### src/rtl/circle_pkg.sv
package circle_pkg;
  typedef enum logic [1:0] {
    SQ_IDLE = 2'd0,
    SQ_RUN  = 2'd1,
    SQ_DONE = 2'd2
  } sq_state_e;
endpackage

### src/rtl/circle_sq_shift_add.sv
module circle_sq_shift_add
  import circle_pkg::*;
#(
  parameter int W = 10
) (
  input  logic           clk_i,
  input  logic           rst_ni,
  input  logic           start_i,
  input  logic [W-1:0]   operand_i,
  output logic [2*W-1:0] square_o,
  output logic           done_o
);
  localparam int IDX_W = (W > 1) ? $clog2(W) : 1;
  localparam int P_W   = 2 * W;

  sq_state_e        state_q;
  logic [W-1:0]     op_q;
  logic [IDX_W-1:0] idx_q;
  logic [P_W-1:0]   acc_q;
  logic [P_W-1:0]   addend;

  // one partial product per clock
  always_comb begin
    addend = '0;
    if (op_q[idx_q]) addend = P_W'(op_q) << idx_q;
  end

  always_ff @(posedge clk_i or negedge rst_ni) begin
    if (!rst_ni) begin
      state_q <= SQ_IDLE;
      op_q    <= '0;
      idx_q   <= '0;
      acc_q   <= '0;
    end else if (start_i) begin
      state_q <= SQ_RUN;
      op_q    <= operand_i;
      idx_q   <= '0;
      acc_q   <= '0;
    end else begin
      case (state_q)
        SQ_RUN: begin
          acc_q <= acc_q + addend;
          if (idx_q == IDX_W'(W - 1)) state_q <= SQ_DONE;
          else                        idx_q   <= idx_q + 1'b1;
        end
        SQ_DONE: state_q <= SQ_IDLE;
        default: state_q <= SQ_IDLE;
      endcase
    end
  end

  assign square_o = acc_q;
  assign done_o   = (state_q == SQ_DONE);
endmodule

### src/rtl/circle_dist_tracker.sv
module circle_dist_tracker #(
  parameter int W = 10
) (
  input  logic                  clk_i,
  input  logic                  rst_ni,
  input  logic                  load_i,
  input  logic [2*W+1:0]        init_sum_i,
  input  logic [W-1:0]          cx_i,
  input  logic [W-1:0]          cy_i,
  input  logic                  line_start_i,
  input  logic                  pix_step_i,
  output logic [2*W+1:0]        pix_acc_o,
  output logic [2*W+1:0]        line_acc_o,
  output logic signed [W+1:0]   dx_o
);
  localparam int ACC_W  = 2 * W + 2;
  localparam int D_W    = W + 2;
  localparam int STEP_W = D_W + 1;

  logic [ACC_W-1:0]      line_acc_q, pix_acc_q;
  logic signed [D_W-1:0] dx_q, dy_q;
  logic                  first_line_q;
  logic [STEP_W-1:0]     step_x, step_y;
  logic [ACC_W-1:0]      step_x_ext, step_y_ext, next_line;

  // 2*d+1 in two's complement, widened to the accumulator
  assign step_x     = {dx_q, 1'b1};
  assign step_y     = {dy_q, 1'b1};
  assign step_x_ext = {{(ACC_W-STEP_W){step_x[STEP_W-1]}}, step_x};
  assign step_y_ext = {{(ACC_W-STEP_W){step_y[STEP_W-1]}}, step_y};
  assign next_line  = line_acc_q + step_y_ext;

  always_ff @(posedge clk_i or negedge rst_ni) begin
    if (!rst_ni) begin
      line_acc_q   <= '0;
      pix_acc_q    <= '0;
      dx_q         <= '0;
      dy_q         <= '0;
      first_line_q <= 1'b1;
    end else if (load_i) begin
      line_acc_q   <= init_sum_i;
      dy_q         <= -$signed({2'b00, cy_i});
      first_line_q <= 1'b1;
    end else if (line_start_i) begin
      dx_q <= -$signed({2'b00, cx_i});
      if (first_line_q) begin
        pix_acc_q    <= line_acc_q;
        first_line_q <= 1'b0;
      end else begin
        line_acc_q <= next_line;
        pix_acc_q  <= next_line;
        dy_q       <= dy_q + 1'b1;
      end
    end else if (pix_step_i) begin
      pix_acc_q <= pix_acc_q + step_x_ext;
      dx_q      <= dx_q + 1'b1;
    end
  end

  assign pix_acc_o  = pix_acc_q;
  assign line_acc_o = line_acc_q;
  assign dx_o       = dx_q;
endmodule

### src/rtl/circle_pattern_gen.sv
module circle_pattern_gen #(
  parameter int COORD_W = 10
) (
  input  logic                   clk_i,
  input  logic                   rst_ni,
  input  logic                   frame_start_i,
  input  logic                   line_start_i,
  input  logic                   pix_valid_i,
  input  logic [COORD_W-1:0]     cx_i,
  input  logic [COORD_W-1:0]     cy_i,
  input  logic [2*COORD_W+1:0]   rsq_i,
  output logic                   pix_on_o
);
  localparam int ACC_W = 2 * COORD_W + 2;
  localparam int SQ_W  = 2 * COORD_W;

  logic [COORD_W-1:0]         cx_q, cy_q;
  logic [ACC_W-1:0]           rsq_q;
  logic                       setup_q;
  logic [SQ_W-1:0]            sq_x, sq_y;
  logic                       done_x, done_y;
  logic [ACC_W-1:0]           init_sum;
  logic [ACC_W-1:0]           pix_acc, line_acc;
  logic signed [COORD_W+1:0]  dx;
  logic                       pix_on_q;

  always_ff @(posedge clk_i or negedge rst_ni) begin
    if (!rst_ni) begin
      cx_q    <= '0;
      cy_q    <= '0;
      rsq_q   <= '0;
      setup_q <= 1'b0;
    end else if (frame_start_i) begin
      cx_q    <= cx_i;
      cy_q    <= cy_i;
      rsq_q   <= rsq_i;
      setup_q <= 1'b1;
    end else if (done_x) begin
      setup_q <= 1'b0;
    end
  end

  circle_sq_shift_add #(.W(COORD_W)) u_sq_x (
    .clk_i     (clk_i),
    .rst_ni    (rst_ni),
    .start_i   (frame_start_i),
    .operand_i (cx_i),
    .square_o  (sq_x),
    .done_o    (done_x)
  );

  circle_sq_shift_add #(.W(COORD_W)) u_sq_y (
    .clk_i     (clk_i),
    .rst_ni    (rst_ni),
    .start_i   (frame_start_i),
    .operand_i (cy_i),
    .square_o  (sq_y),
    .done_o    (done_y)
  );

  // both squarers run in lock step; done_y only kept for symmetry
  assign init_sum = ACC_W'(sq_x) + ACC_W'(sq_y);

  circle_dist_tracker #(.W(COORD_W)) u_track (
    .clk_i        (clk_i),
    .rst_ni       (rst_ni),
    .load_i       (done_x & done_y),
    .init_sum_i   (init_sum),
    .cx_i         (cx_q),
    .cy_i         (cy_q),
    .line_start_i (line_start_i),
    .pix_step_i   (pix_valid_i),
    .pix_acc_o    (pix_acc),
    .line_acc_o   (line_acc),
    .dx_o         (dx)
  );

  always_ff @(posedge clk_i or negedge rst_ni) begin
    if (!rst_ni) pix_on_q <= 1'b0;
    else         pix_on_q <= pix_valid_i && (pix_acc < rsq_q);
  end

  assign pix_on_o = pix_on_q;
endmodule

### config.mk
export PLATFORM = sky130hd
export DESIGN_NAME = circle_pattern_gen
export DESIGN_NICKNAME = d
export VERILOG_FILES = /design/src/rtl/circle_pkg.sv /design/src/rtl/circle_sq_shift_add.sv /design/src/rtl/circle_dist_tracker.sv /design/src/rtl/circle_pattern_gen.sv
export SDC_FILE = /design/constraint.sdc
export NUM_CORES = 1
export LEC_CHECK = 0
export CAP_MARGIN = 10
export CORE_ASPECT_RATIO = 0.7
export CORE_MARGIN = 2
export CORE_UTILIZATION = 60
export DETAILED_ROUTE_END_ITERATION = 16
export PLACE_DENSITY = 0.78
export SLEW_MARGIN = 20
export SYNTH_ARGS = -nofsm -noshare
export SYNTH_HDL_FRONTEND = slang
export SYNTH_SLANG_ARGS = --single-unit
### constraint.sdc
create_clock -name clk_i -period 4.52 [get_ports clk_i]
set_clock_uncertainty 0.15 [all_clocks]
set_input_delay 0.904 -clock clk_i [delete_from_list [all_inputs] [get_ports clk_i]]
set_output_delay 0.904 -clock clk_i [all_outputs]
set_load 0.01 [all_outputs]
==> impl_metrics.yaml <==
status:
  status: "completed"
yosys:
  ys_ff_latch: 164
  synthAdderAreaFrac: 0.1238
  syn_area_um2: 13640
  synth-main-ff-cell: "dfrtp_1"
  syn-mean-instance-area_um2: 8.267
  synth_simple_gate_area_frac: 0.1890
  synthXorXnorAreaFrac: 0.06357
  ys_warn_count: 0
  mappedNetlistNets: 1829
  synth_cell_type_count: 74
  async_flop_share: 1.000
  synth_compound_area_frac: 0.2282
  synth_top_family_by_area: "compound AO/OA/AOI/OAI gates"
  synthMuxAreaShare: 0.05531
  syn_inst: 1650
  ys_seq_area_frac: 0.3010
  synth_edf_count: 0
drt:
  routed_wl_um: 37180
  firstDrtPassIters: 7
  wire_per_inst_um: 18.79
  drc_errors: 0
  dr.first_iter.drc_count: 1354
  vias: 12440
  ant_nets: 0
  viasPerCell: 6.284
global_route:
  grt_max_degree: 97
  grt_overflow: 0
  grt_util_all_layers: 0.3209
  antenna_found_initial: 0
  grt_pass1_vias: 11310
  grt_first_pass_wirelength_um: 60280
run:
  maxCapViolations: 0
timing:
  rsz0062_at_grt: "no"
  relSlewSlack: 0.3336
  finalMaxSlewViolations: 0
  fin_crit_sh: 0.9112
  hold_viol: 0
  setup_viol: 0
  finalCriticalPeriod_ns: 4.118
  tightest_slew_ns: 0.9995
  max_freq_mhz: 242.8
  tns_ns: 0
clock_network:
  clkLatencyLatePin_ns: 0.45
  postCtsHoldBufs: 0
  cts_sinks: 164
  cts_max_level: 4
  cts_setup_buffers: 0
  clkTransAtPathRegs_ns: 0.07
  cts.repair.resized: 0
  cts.root.buffer_cell: "clkbuf_16"
  cts_buffer_depth: 2
  cts_made_buffers: 17
  cts_tree: "built"
floorplan:
  placement_rows: 46
  fp.dieW_um: 184.2
  start_util: 0.6061
  coreArea_um2: 22500
  fp.dieArea_um2: 23980
  fp.dieH_um: 130.2
  io_pins: 48
critical_path:
  required_ns: 4.69
  crit_type: "reg2reg"
  critPathMaxStageDelay_ns: 0.51
  critPathLaunchType: "flip-flop"
  crit_fanout: 9
  path_cells: "mux4_2 -> mux2_2 -> nand2_1 -> nor2_1 -> ha_1 -> a21o_1 -> a21o_1 -> a211oi_1 -> o21ai_0 -> a31oi_1 -> o21ai_0 -> a41oi_1 -> xor2_1 -> nor2_1"
  cp-end-kind: "flip-flop"
  cp.arrival_ns: 4.29
  slowest_stage: "mux4_2"
power:
  p_int_uw: 4778
  seqPwrFrac: 0.278
  power.density_nw_per_um2: 579.1
  vdd_drop_max_mv: 0.4596
  switchingPower_uw: 3878
  p_leak_uw: 0.006666
  power_frac_comb: 0.550
  pwr-share-clk: 0.172
  netSwitchingFraction: 0.4480
final_layout:
  fin_cells: 1979
  fin_nets: 1834
  synthToLayoutAreaGrowth_pct: 9.576
  drive_above_1_share: 0.06479
  final_area_um2: 14950
  layout_common_cells: "nand2_1 (201), dfrtp_1 (163), a21oi_1 (145)"
  antenna_cells: 0
  layout_commonest_cell: "nand2_1"
worst_hold_path:
  hp-class: "in2async"
place:
  gp_congestion: 1.002
  dp_cells: 1948
  dp_hpwl_um: 27470
  portBuffers: 47
  placed_area_um2: 14370
==> power by group through the flow <==
stage          registers, uW  clock network (uW)  logic [uW]
4_1_cts                 2390                1500        4680
6_report                2410                1490        4760
3_5_place_dp            2410                   0        4620
3_3_place_gp            2390                   0        4460
5_1_grt                 2460                1570        5290
2_1_floorplan           2180                   0        3630
==> critical path: cells and delay by family, from the launching register on <==
| family | cells | cell delay, ns |
|---|---|---|
| AOI/OAI and AO/OA | 7 | 1.77 |
| xor gates and xnor gates | 1 | 0.17 |
| adders and majority gates | 1 | 0.29 |
| DFF | 1 | 0.48 |
| muxes | 2 | 0.79 |
| and+or+nand+nor | 3 | 0.35 |
==> through the flow <==
step | total power (uW) | hold WS, ns | setup WS (ns) | utilization
5_1_grt | 9310 | 0.2477 | 0.06717 | 0.6642
2_1_floorplan | 5818 | 0.3250 | 0.5580 | -
4_1_cts | 8573 | 0.2293 | 0.4152 | 0.6642
6_report | 8656 | 0.2200 | 0.4016 | 0.6642
3_3_place_gp | 6853 | 0.3471 | 0.5468 | 0.6385
3_5_place_dp | 7028 | 0.3544 | 0.4409 | 0.6385
==> worst paths after layout <==
path / to / depth (start not counted) / slack [ns] / start
max in group asynchronous: u_track.line_acc_o[9] / 2 / 2.98 / rst_ni
worst min-delay path: rsq_q[1] / 1 / 0.22 / rst_ni
worst min register to register: rsq_q[0] / 1 / 0.37 / rsq_q[0]
worst max-delay path: u_sq_x.square_o[19] / 14 / 0.40 / u_sq_x.op_q[7]
worst max register to register: u_sq_x.square_o[19] / 14 / 0.40 / u_sq_x.op_q[7]
min in group clk_i: rsq_q[0] / 1 / 0.37 / rsq_q[0]
==> synth_stat cells, drive strengths merged (5+ instances only) <==
library cell,instances,area share
ha,127,0.12
and3,19,0.0087
xor2,40,0.026
clkbuf,66,0.018
o21bai,9,0.0050
o21ai,135,0.050
nor3,31,0.011
a31oi,21,0.0096
or2,9,0.0041
nor2b,27,0.012
nand4,24,0.011
o22ai,11,0.0050
mux2i,36,0.026
or3,17,0.0078
o21a,15,0.0083
nand3,35,0.013
a211oi,24,0.014
nor4,6,0.0028
dfrtp,163,0.30
inv,59,0.016
and2,9,0.0041
xnor2,59,0.038
buf,15,0.0044
a21oi,145,0.053
nor3b,7,0.0039
fa,5,0.0073
nand2,201,0.055
a22oi,8,0.0044
nor2,132,0.036
mux2,27,0.022
o211ai,29,0.016
nand2b,23,0.011
a21o,40,0.022
==> state kept, by name, indices dropped and copies added (netlist names) <==
signal	cells
pix_on_o	1
rsq_q	22
u_sq_x.idx_q	4
u_sq_x.op_q	10
u_sq_x.square_o	20
u_sq_x.state_q	2
u_sq_y.idx_q	4
u_sq_y.op_q	10
u_sq_y.square_o	20
u_sq_y.state_q	2
u_track.dx_o	12
u_track.dy_q	12
u_track.first_line_q	1
u_track.line_acc_o	22
u_track.pix_acc_o	22
==> per-layer routing <==
metal	global-route usage	share of wire
met1	0.4882	0.49
met2	0.4555	0.41
met3	0.07396	0.091
met4	0.08235	0.017
met5	0	0
==> area by class of cell <==
class / instances / area, um^2
timing repair buffer: 67 / 626.9
multi-input combinational: 1345 / 9021
clock buffer: 22 / 474.2
tap: 312 / 390.4
clock inverter: 9 / 103.9
inverter: 60 / 225.2
fill: 1900 / 7557
sequential: 164 / 4105
==> cells by family (layout without fill, tap and decap cells) <==
family,count (synthesis),count (layout)
AO/OA/AOI/OAI,494,494
flip-flops,164,164
multiplexers,67,67
XOR/XNOR,99,99
adder cells (fa/ha/maj),132,132
buffers and inverters,141,158
AND/OR/NAND/NOR,553,553
(Power assumes the default switching activity.)
